### src/rtl/adc_loop_pkg.sv
`timescale 1ns/1ps
package adc_loop_pkg;

  typedef enum logic [2:0] {
    ST_IDLE,
    ST_ALE,
    ST_START,
    ST_WAIT_LO,
    ST_WAIT_HI,
    ST_READ,
    ST_LATCH
  } seq_state_e;

  // smallest even cycle count strictly above sys/max
  function automatic int conv_period(input int sys_hz, input int max_hz);
    int p;
    p = sys_hz / max_hz + 1;
    if ((p % 2) != 0) p = p + 1;
    return p;
  endfunction

endpackage

### src/rtl/adc_clk_div.sv
`timescale 1ns/1ps
module adc_clk_div #(
  parameter int HALF = 10
) (
  input  logic clk_i,
  input  logic rst_ni,
  output logic conv_clk_o,
  output logic tick_o
);
  localparam int CW = (HALF > 1) ? $clog2(HALF) : 1;
  localparam logic [CW-1:0] LAST = CW'(HALF - 1);

  logic [CW-1:0] cnt_q;
  logic          clk_q;

  always_ff @(posedge clk_i or negedge rst_ni) begin
    if (!rst_ni) begin
      cnt_q <= '0;
      clk_q <= 1'b0;
    end else if (cnt_q == LAST) begin
      cnt_q <= '0;
      clk_q <= ~clk_q;
    end else begin
      cnt_q <= cnt_q + 1'b1;
    end
  end

  // tick coincides with the rising edge of the converter clock
  assign tick_o     = (cnt_q == LAST) && !clk_q;
  assign conv_clk_o = clk_q;
endmodule

### src/rtl/adc_eoc_sync.sv
`timescale 1ns/1ps
module adc_eoc_sync #(
  parameter int STAGES = 2
) (
  input  logic clk_i,
  input  logic rst_ni,
  input  logic async_i,
  output logic sync_o
);
  logic [STAGES-1:0] sh_q;

  always_ff @(posedge clk_i or negedge rst_ni) begin
    if (!rst_ni) sh_q <= '1;
    else         sh_q <= {sh_q[STAGES-2:0], async_i};
  end

  assign sync_o = sh_q[STAGES-1];
endmodule

### src/rtl/adc_seq_fsm.sv
`timescale 1ns/1ps
module adc_seq_fsm
  import adc_loop_pkg::*;
#(
  parameter int CH_W     = 3,
  parameter int EOC_WAIT = 64
) (
  input  logic            clk_i,
  input  logic            rst_ni,
  input  logic            tick_i,
  input  logic            eoc_i,
  input  logic [CH_W-1:0] chan_i,
  output logic [CH_W-1:0] addr_o,
  output logic            ale_o,
  output logic            start_o,
  output logic            oe_o,
  output logic            cap_o
);
  localparam int TW = $clog2(EOC_WAIT + 1);
  localparam logic [TW-1:0] T_LAST = TW'(EOC_WAIT - 1);

  seq_state_e      st_q;
  logic [TW-1:0]   tcnt_q;
  logic [CH_W-1:0] addr_q;

  always_ff @(posedge clk_i or negedge rst_ni) begin
    if (!rst_ni) begin
      st_q   <= ST_IDLE;
      tcnt_q <= '0;
      addr_q <= '0;
    end else if (tick_i) begin
      unique case (st_q)
        ST_IDLE: begin
          st_q   <= ST_ALE;
          addr_q <= chan_i;
        end
        ST_ALE:   st_q <= ST_START;
        ST_START: begin
          st_q   <= ST_WAIT_LO;
          tcnt_q <= '0;
        end
        ST_WAIT_LO: begin
          // bounded wait: a missed low phase must not stall the loop
          if (!eoc_i || tcnt_q == T_LAST) st_q <= ST_WAIT_HI;
          else                            tcnt_q <= tcnt_q + 1'b1;
        end
        ST_WAIT_HI: if (eoc_i) st_q <= ST_READ;
        ST_READ:  st_q <= ST_LATCH;
        ST_LATCH: begin
          st_q   <= ST_ALE;
          addr_q <= chan_i;
        end
        default:  st_q <= ST_IDLE;
      endcase
    end
  end

  assign addr_o  = addr_q;
  assign ale_o   = (st_q == ST_ALE);
  assign start_o = (st_q == ST_START);
  assign oe_o    = (st_q == ST_READ) || (st_q == ST_LATCH);
  assign cap_o   = tick_i && (st_q == ST_READ);
endmodule

### src/rtl/adc_result_reg.sv
`timescale 1ns/1ps
module adc_result_reg #(
  parameter int DW = 8
) (
  input  logic          clk_i,
  input  logic          rst_ni,
  input  logic          cap_i,
  input  logic [DW-1:0] d_i,
  output logic [DW-1:0] q_o,
  output logic          done_o
);
  logic [DW-1:0] q_q;
  logic          done_q;

  always_ff @(posedge clk_i or negedge rst_ni) begin
    if (!rst_ni) begin
      q_q    <= '0;
      done_q <= 1'b0;
    end else begin
      if (cap_i) q_q <= d_i;
      done_q <= cap_i;
    end
  end

  assign q_o    = q_q;
  assign done_o = done_q;
endmodule

### src/rtl/adc_loop_ctrl.sv
`timescale 1ns/1ps
module adc_loop_ctrl
  import adc_loop_pkg::*;
#(
  parameter int SYS_HZ      = 25_175_000,
  parameter int CONV_MAX_HZ = 1_280_000,
  parameter int DW          = 8,
  parameter int CH_W        = 3,
  parameter int EOC_WAIT    = 64,
  parameter int SYNC_STAGES = 2
) (
  input  logic            clk_i,
  input  logic            rst_ni,
  input  logic [CH_W-1:0] chan_sel_i,
  input  logic            eoc_i,
  input  logic [DW-1:0]   adc_data_i,
  output logic            conv_clk_o,
  output logic [CH_W-1:0] addr_o,
  output logic            ale_o,
  output logic            start_o,
  output logic            oe_o,
  output logic [DW-1:0]   data_o,
  output logic            done_o
);
  localparam int PERIOD = conv_period(SYS_HZ, CONV_MAX_HZ);
  localparam int HALF   = PERIOD / 2;

  logic tick;
  logic eoc_s;
  logic cap;

  adc_clk_div #(.HALF(HALF)) u_div (
    .clk_i     (clk_i),
    .rst_ni    (rst_ni),
    .conv_clk_o(conv_clk_o),
    .tick_o    (tick)
  );

  adc_eoc_sync #(.STAGES(SYNC_STAGES)) u_sync (
    .clk_i  (clk_i),
    .rst_ni (rst_ni),
    .async_i(eoc_i),
    .sync_o (eoc_s)
  );

  adc_seq_fsm #(.CH_W(CH_W), .EOC_WAIT(EOC_WAIT)) u_fsm (
    .clk_i  (clk_i),
    .rst_ni (rst_ni),
    .tick_i (tick),
    .eoc_i  (eoc_s),
    .chan_i (chan_sel_i),
    .addr_o (addr_o),
    .ale_o  (ale_o),
    .start_o(start_o),
    .oe_o   (oe_o),
    .cap_o  (cap)
  );

  adc_result_reg #(.DW(DW)) u_res (
    .clk_i (clk_i),
    .rst_ni(rst_ni),
    .cap_i (cap),
    .d_i   (adc_data_i),
    .q_o   (data_o),
    .done_o(done_o)
  );
endmodule

### config.mk
export PLATFORM = sky130hd
export DESIGN_NAME = adc_loop_ctrl
export DESIGN_NICKNAME = d
export VERILOG_FILES = /design/src/rtl/adc_loop_pkg.sv /design/src/rtl/adc_clk_div.sv /design/src/rtl/adc_eoc_sync.sv /design/src/rtl/adc_seq_fsm.sv /design/src/rtl/adc_result_reg.sv /design/src/rtl/adc_loop_ctrl.sv
export SDC_FILE = /design/constraint.sdc
export NUM_CORES = 1
export LEC_CHECK = 0
export BUFFER_PORTS_ARGS = -buffer_cell sky130_fd_sc_hd__buf_2
export CAP_MARGIN = 0
export CORE_MARGIN = 10
export CORE_UTILIZATION = 57
export DETAILED_ROUTE_END_ITERATION = 16
export GPL_ROUTABILITY_DRIVEN = 0
export PLACE_DENSITY_LB_ADDON = 0.2
export SYNTH_ARGS = -nofsm -noshare
export SYNTH_HDL_FRONTEND = slang
export SYNTH_HIERARCHICAL = 1
export SYNTH_SLANG_ARGS = --single-unit
### constraint.sdc
create_clock -name clk_i -period 5.2 [get_ports clk_i]
set_clock_uncertainty 0.05 [all_clocks]
set_input_delay 1.04 -clock clk_i [delete_from_list [all_inputs] [get_ports clk_i]]
set_output_delay 1.04 -clock clk_i [all_outputs]
set_load 0.005 [all_outputs]
==> run metrics, run 1 <==
syn avg cell area=11.76 µm²; CTS Buf Count=5; fmax=0.3940 GHz; WHS Path Cells=0; H-tree depth=2; Nets=164; WL/cell=16.09 µm; final setup fails=0; initial antenna violation count=0; cell area power density=240.4 nW/µm²; Worst Hold Class=register to register; post-CTS resize count=0; I/O pins=30; total congestion overflow=0; core region area=2255 µm²; cells taking the most area after synthesis=dfrtp_1, mux2_4, dfstp_2; # diodes=0; Tot Pwr=381.7 µW; Power Internal=300.2 µW; commonest non-fill, non-tap cell in the layout=buf_2; Starting Density=61.04%; top cell type's share of synthesized area=49.09%; DP HPWL=2.109 mm; first-pass GRT wire length=5.050 mm; cell depth of the worst flop-to-flop path=5; max-slew violation count=0; CP Launch Point=u_div/cnt_q[2]; final hold violations=0; Worst-Margin Slew=0.9875 ns; Reg clk slew, reported paths=0.08 ns; Post-CTS Hold Buffers=0; Vias=1,042; layout cell share with drive strength beyond 1=36.67%; post-synthesis sequential area ratio=52.91%; Leak Pwr=0.7809 nW; initial drt markers=137; fin crit share=48.81%; worst r2r dst=u_res/q_o[3]; Slew HR=33.93%; combinational share of power=3.4%; Ys Warns=6; crit path capture type=register; final WL=2.864 mm; critical path class=register to register; Setup TNS Final=0 ns; Vias/cell=5.854; unrepaired setup endpoints after global routing=no; Core Rows=17; vias in the first global route=1,058; Clock Tree Root=clkbuf_4; largest net degree at the start of global routing=30; Arr. time, crit path=2.70 ns; P_sw=81.53 µW; clock net sink count=29; min Tclk post-route=2.538 ns; Worst R2R Start=u_div/cnt_q[2]; drt first pass iters=4; post-synthesis register bit count=29; CP Data Required Time=5.36 ns; clk_lat worst skew=0.33 ns; Switching Fraction=21.36%; overall routing resource usage=12.82%; VDD IR max=159.0 µV; Layout area overhead=15.36%; commonest non-fill, non-tap cells in the layout=buf_2, dfrtp_1, nor2_1, mux2_4; R2R setup slack=2.66 ns; Design Area, Final=1588 µm²; CTS tree=yes; Seq pwr share=60.1%; synth unique cells=39; Hold Slack=0.3128 ns; Post-CTS Setup Bufs=0; DP Area=1529 µm²; drc violations=0; PortBufs=29; cell taking the most area after synthesis=dfrtp_1; Chip Width=69.14 µm; maxcap violations=0; crit start category=register; clock share of power=36.5%; ANT nets after route=0; CTS Buffer Depth=2; CP Max Fanout=9; Syn Inst Count=117; synthesized area=1376 µm²; full die area=4780 µm²; Die H=69.14 µm; CP endpoint=u_res/q_o[3]; outcome=finished clean; Mapped Nets=132
[metal layers]
metal / wire, µm / vias to the layer above / track usage (%)
li1: - / 484 / -
met2: 1519 / 29 / 21.67
met4: 38 / 0 / 5.543
met5: 0 / - / 0
met1: 1143 / 523 / 13.28
met3: 164 / 6 / 5.849
[power by group through the flow]
stage	Sequential, mW	Combinational [mW]	Clock (mW)
2_1_floorplan	0.234	0.00231	0
3_3_place_gp	0.234	0.0129	0
3_5_place_dp	0.234	0.0134	0
4_1_cts	0.230	0.0135	0.145
5_1_grt	0.230	0.0151	0.160
6_report	0.230	0.0128	0.139
[cell usage after synthesis]
master	n
xor2_1	1
nor2_1	11
inv_1	4
nand2_1	7
nor2b_1	1
buf_2	1
nor3b_1	1
nor3_2	1
nand2b_1	3
o31ai_4	1
buf_6	1
nand2b_4	3
a32o_1	1
or4b_1	1
dfrtp_1	27
a21boi_0	1
buf_4	1
o31ai_1	2
mux2_4	8
a21oi_1	6
a21o_1	1
clkbuf_1	1
a221o_1	1
a31oi_1	3
nand3_1	7
o21ai_1	1
nor3_1	2
mux2_2	3
and4b_1	1
and2_1	1
o21ai_0	5
o211ai_1	1
nand3b_4	1
o22a_1	1
dfstp_2	2
nand4_1	1
nand2_2	1
ha_1	1
xnor2_1	1
[worst min path at each step]
stage | to | startpoint
3_5_place_dp | u_sync/sh_q[1] | u_sync/sh_q[0]
2_1_floorplan | u_sync/sh_q[1] | u_sync/sh_q[0]
4_1_cts | u_sync/sh_q[1] | u_sync/sh_q[0]
6_report | u_sync/sh_q[1] | u_sync/sh_q[0]
5_1_grt | u_sync/sh_q[1] | u_sync/sh_q[0]
3_3_place_gp | u_sync/sh_q[1] | u_sync/sh_q[0]
[final cells by class]
class	count	area, µm²
sequential	29	728.2
fill	170	666.9
inverter	4	15.01
clock buffer	8	58.81
timing repair buffer	29	145.1
multi-input combinational	80	605.6
tap	28	35.03
[sequential cells by signal (all words and copies together) (netlist names)]
name / cells
u_res/q_o: 8
u_sync/sh_q: 2
u_fsm/st_q: 3
u_fsm/tcnt_q: 7
u_div/cnt_q: 4
u_res/done_o: 1
u_div/conv_clk_o: 1
u_fsm/addr_o: 3
[critical path, cell delays in order, from the launching register on]
cell and delay [ns]:
dfrtp_1 0.42, nand2b_1 0.18, nor3_2 0.45, nand2_1 0.17
nor2_1 0.80, mux2_4 0.35
[per-stage QoR]
stage / setup WS, ns / std cells / utilization (%)
detailed placement: 2.695 / 170 / 67.81
CTS: 2.673 / 178 / 70.42
finish: 2.662 / 178 / 70.42
global route: 2.469 / 178 / 70.42
global placement: 2.834 / 170 / 67.81
floorplan: 3.155 / 117 / -
[cell families (layout without fill, tap and decap cells)]
family / after synthesis / in the layout / share of synthesized area (%)
simple gates: 42 / 42 / 18.55
flops: 29 / 29 / 52.91
compound gates: 24 / 24 / 12.09
mux: 11 / 11 / 11.18
buf+inv: 8 / 41 / 3.090
xor+xnor: 2 / 2 / 1.273
fa+ha+maj: 1 / 1 / 0.9089
Note: power is estimated with default switching activity, not from simulation.
==> inputs of run 2 (changes only) <==
Settings changed: CORE_UTILIZATION 57 to 47.
Clock period 5.2 ns to 2.15 ns, I/O delays scaled along.
==> run metrics, run 2 (synthesis gave the netlist of run 1 again) <==
P_sw=210.6 µW (+160%); overall routing resource usage=10.85% (-2.0 points); Chip Width=74.12 µm (+7.2%); max reg flops=8 (unchanged); placed cell count=176 (+3.5%); CP Max Fanout=18 (+9); Post-CTS Setup Bufs=0 (unchanged); initial drt markers=107 (-22%); unrepaired setup endpoints after global routing=no; Vias=997 (-4.3%); combinational share of power=3.4% (about the same); commonest non-fill, non-tap cells in the layout=buf_2, dfrtp_1, nor2_1, mux2_4; drt first pass iters=4 (unchanged); drc violations=0 (unchanged); fin crit share=88.81%; largest net degree at the start of global routing=30 (unchanged); crit-path max cell delay=0.58 ns (-0.22 ns); met2 Use GR=15.06% (-6.6 points); Slew HR=59.33% (+25 points); commonest non-fill, non-tap cell in the layout=buf_2; Arr. time, crit path=1.43 ns (-1.27 ns); Leak Pwr=0.7941 nW (+1.7%); Worst-Margin Slew=0.6101 ns (-0.3774 ns); VDD IR max=502.9 µV (+220%); grt peak-use layer=met2; fmax=0.5237 GHz; Power Internal=689.2 µW (+130%); Tot Pwr=899.8 µW (+140%); outcome=finished clean; Die H=74.12 µm (+7.2%); CTS Buf Count=5 (unchanged); Worst R2R Start=u_div/cnt_q[2]; Seq pwr share=61.7% (+1.6 points); critical path class=register to primary output; CP Data Required Time=1.67 ns (-3.69 ns); Setup TNS Final=0 ns (unchanged); final hold violations=0 (unchanged); total congestion overflow=0 (unchanged); maxcap violations=0 (unchanged); Clock Tree Root=clkbuf_4; Layout area overhead=16.73%; Worst Hold Class=input port to asynchronous set/reset pin; crit path capture type=primary output; CP max-delay cell=dfrtp_1; GR Util met1=12.93% (-0.35 points); Hold Slack=0.04645 ns (-0.2664 ns); # diodes=0 (unchanged); worst path cell trace=xor2_1 -> and2_1 -> buf_2; vias in the first global route=1,037 (-2.0%); Reg clk slew, reported paths=0.09 ns (about the same); clock net sink count=29 (unchanged); WL/cell=14.89 µm (-7.4%); full die area=5493 µm² (+15%); Starting Density=49.48% (-12 points); Post-CTS Hold Buffers=0 (unchanged); CP Launch Point=u_fsm/st_q[0]; min Tclk post-route=1.909 ns; DP HPWL=1.957 mm (-7.2%); Non-Filler Instances=184 (+3.4%); clk_lat worst skew=0.33 ns (about the same); Multi-input gate area=605.6 µm² (unchanged); Switching Fraction=23.41% (+2.0 points); post-CTS resize count=0 (unchanged); fill cell count=236 (+39%); first-pass GRT wire length=4.636 mm (-8.2%); H-tree depth=2 (unchanged); cell area power density=560.1 nW/µm² (+130%); crit start category=register; Nets=167 (+1.8%); final WL=2.740 mm (-4.3%); met3 GRT Util=5.585% (-0.26 points); max-slew violation count=0 (unchanged); initial antenna violation count=0 (unchanged); clock share of power=34.9% (-1.6 points); Core Rows=19 (+2); Vias/cell=5.418 (-7.4%); ANT nets after route=0 (unchanged); CTS tree=yes; layout cell share with drive strength beyond 1=38.56% (+1.9 points); Seq. cell area=728.2 µm² (unchanged); core region area=2781 µm² (+23%); PortBufs=29 (unchanged); final setup fails=0 (unchanged); CTS Buffer Depth=2 (unchanged); I/O pins=30 (unchanged)
## run 2: changes by cell type in the layout (fill, tap and decap cells not counted), sizes merged
cell,delta
clkinv,+2
buf,+3
clkbuf,-2
## run 2: worst paths after layout
path	depth (start not counted)	to	slack [ns]
setup reg to reg	6	u_fsm/tcnt_q[0]	0.31
setup / recovery	3	oe_o	0.24
max in group asynchronous	1	u_div/cnt_q[1]	1.60
min in group clk_i	1	u_sync/sh_q[0]	0.14
hold / removal	1	u_fsm/st_q[2]	0.05
hold reg to reg	0	u_sync/sh_q[1]	0.31
## run 2: power by group through the flow
stage | Clock [mW] | Combinational [mW] | Sequential [mW]
finish | 0.314 | 0.0305 | 0.555
global route | 0.353 | 0.0354 | 0.556
CTS | 0.332 | 0.0322 | 0.555
detailed placement | 0 | 0.0323 | 0.565
global placement | 0 | 0.0312 | 0.565
floorplan | 0 | 0.00559 | 0.565
## run 2: final cells by class
cell class                 count  share of cell area (%)
timing repair buffer          32                   10.44
sequential                    29                   45.33
clock buffer                   6                   2.570
multi-input combinational     80                   37.69
clock inverter                 2                  0.6231
inverter                       4                  0.9346
tap                           31                   2.414
## run 2: critical path, delay by kind of cell, from the launching register on
| family | cells | cell delay [ns] |
|---|---|---|
| flops | 1 | 0.58 |
| xor+xnor | 1 | 0.24 |
| simple gates | 1 | 0.16 |
| buf+inv | 1 | 0.12 |
## run 2: metal layers
metal | vias up | wire length, µm
li1 | 490 | -
met1 | 471 | 1247
met2 | 29 | 1200
met3 | 7 | 227
met4 | 0 | 65
met5 | - | 0
## run 2: per-stage QoR
stage                     utilization [%]  cell area (µm²)  setup WS [ns]
final                               57.76             1607         0.2406
after global routing                57.76             1607         0.1145
after CTS                           57.76             1607         0.2269
after detailed placement            55.92             1555         0.3269
after global placement              55.92             1555         0.3939
after floorplan                         -             1376         0.3028
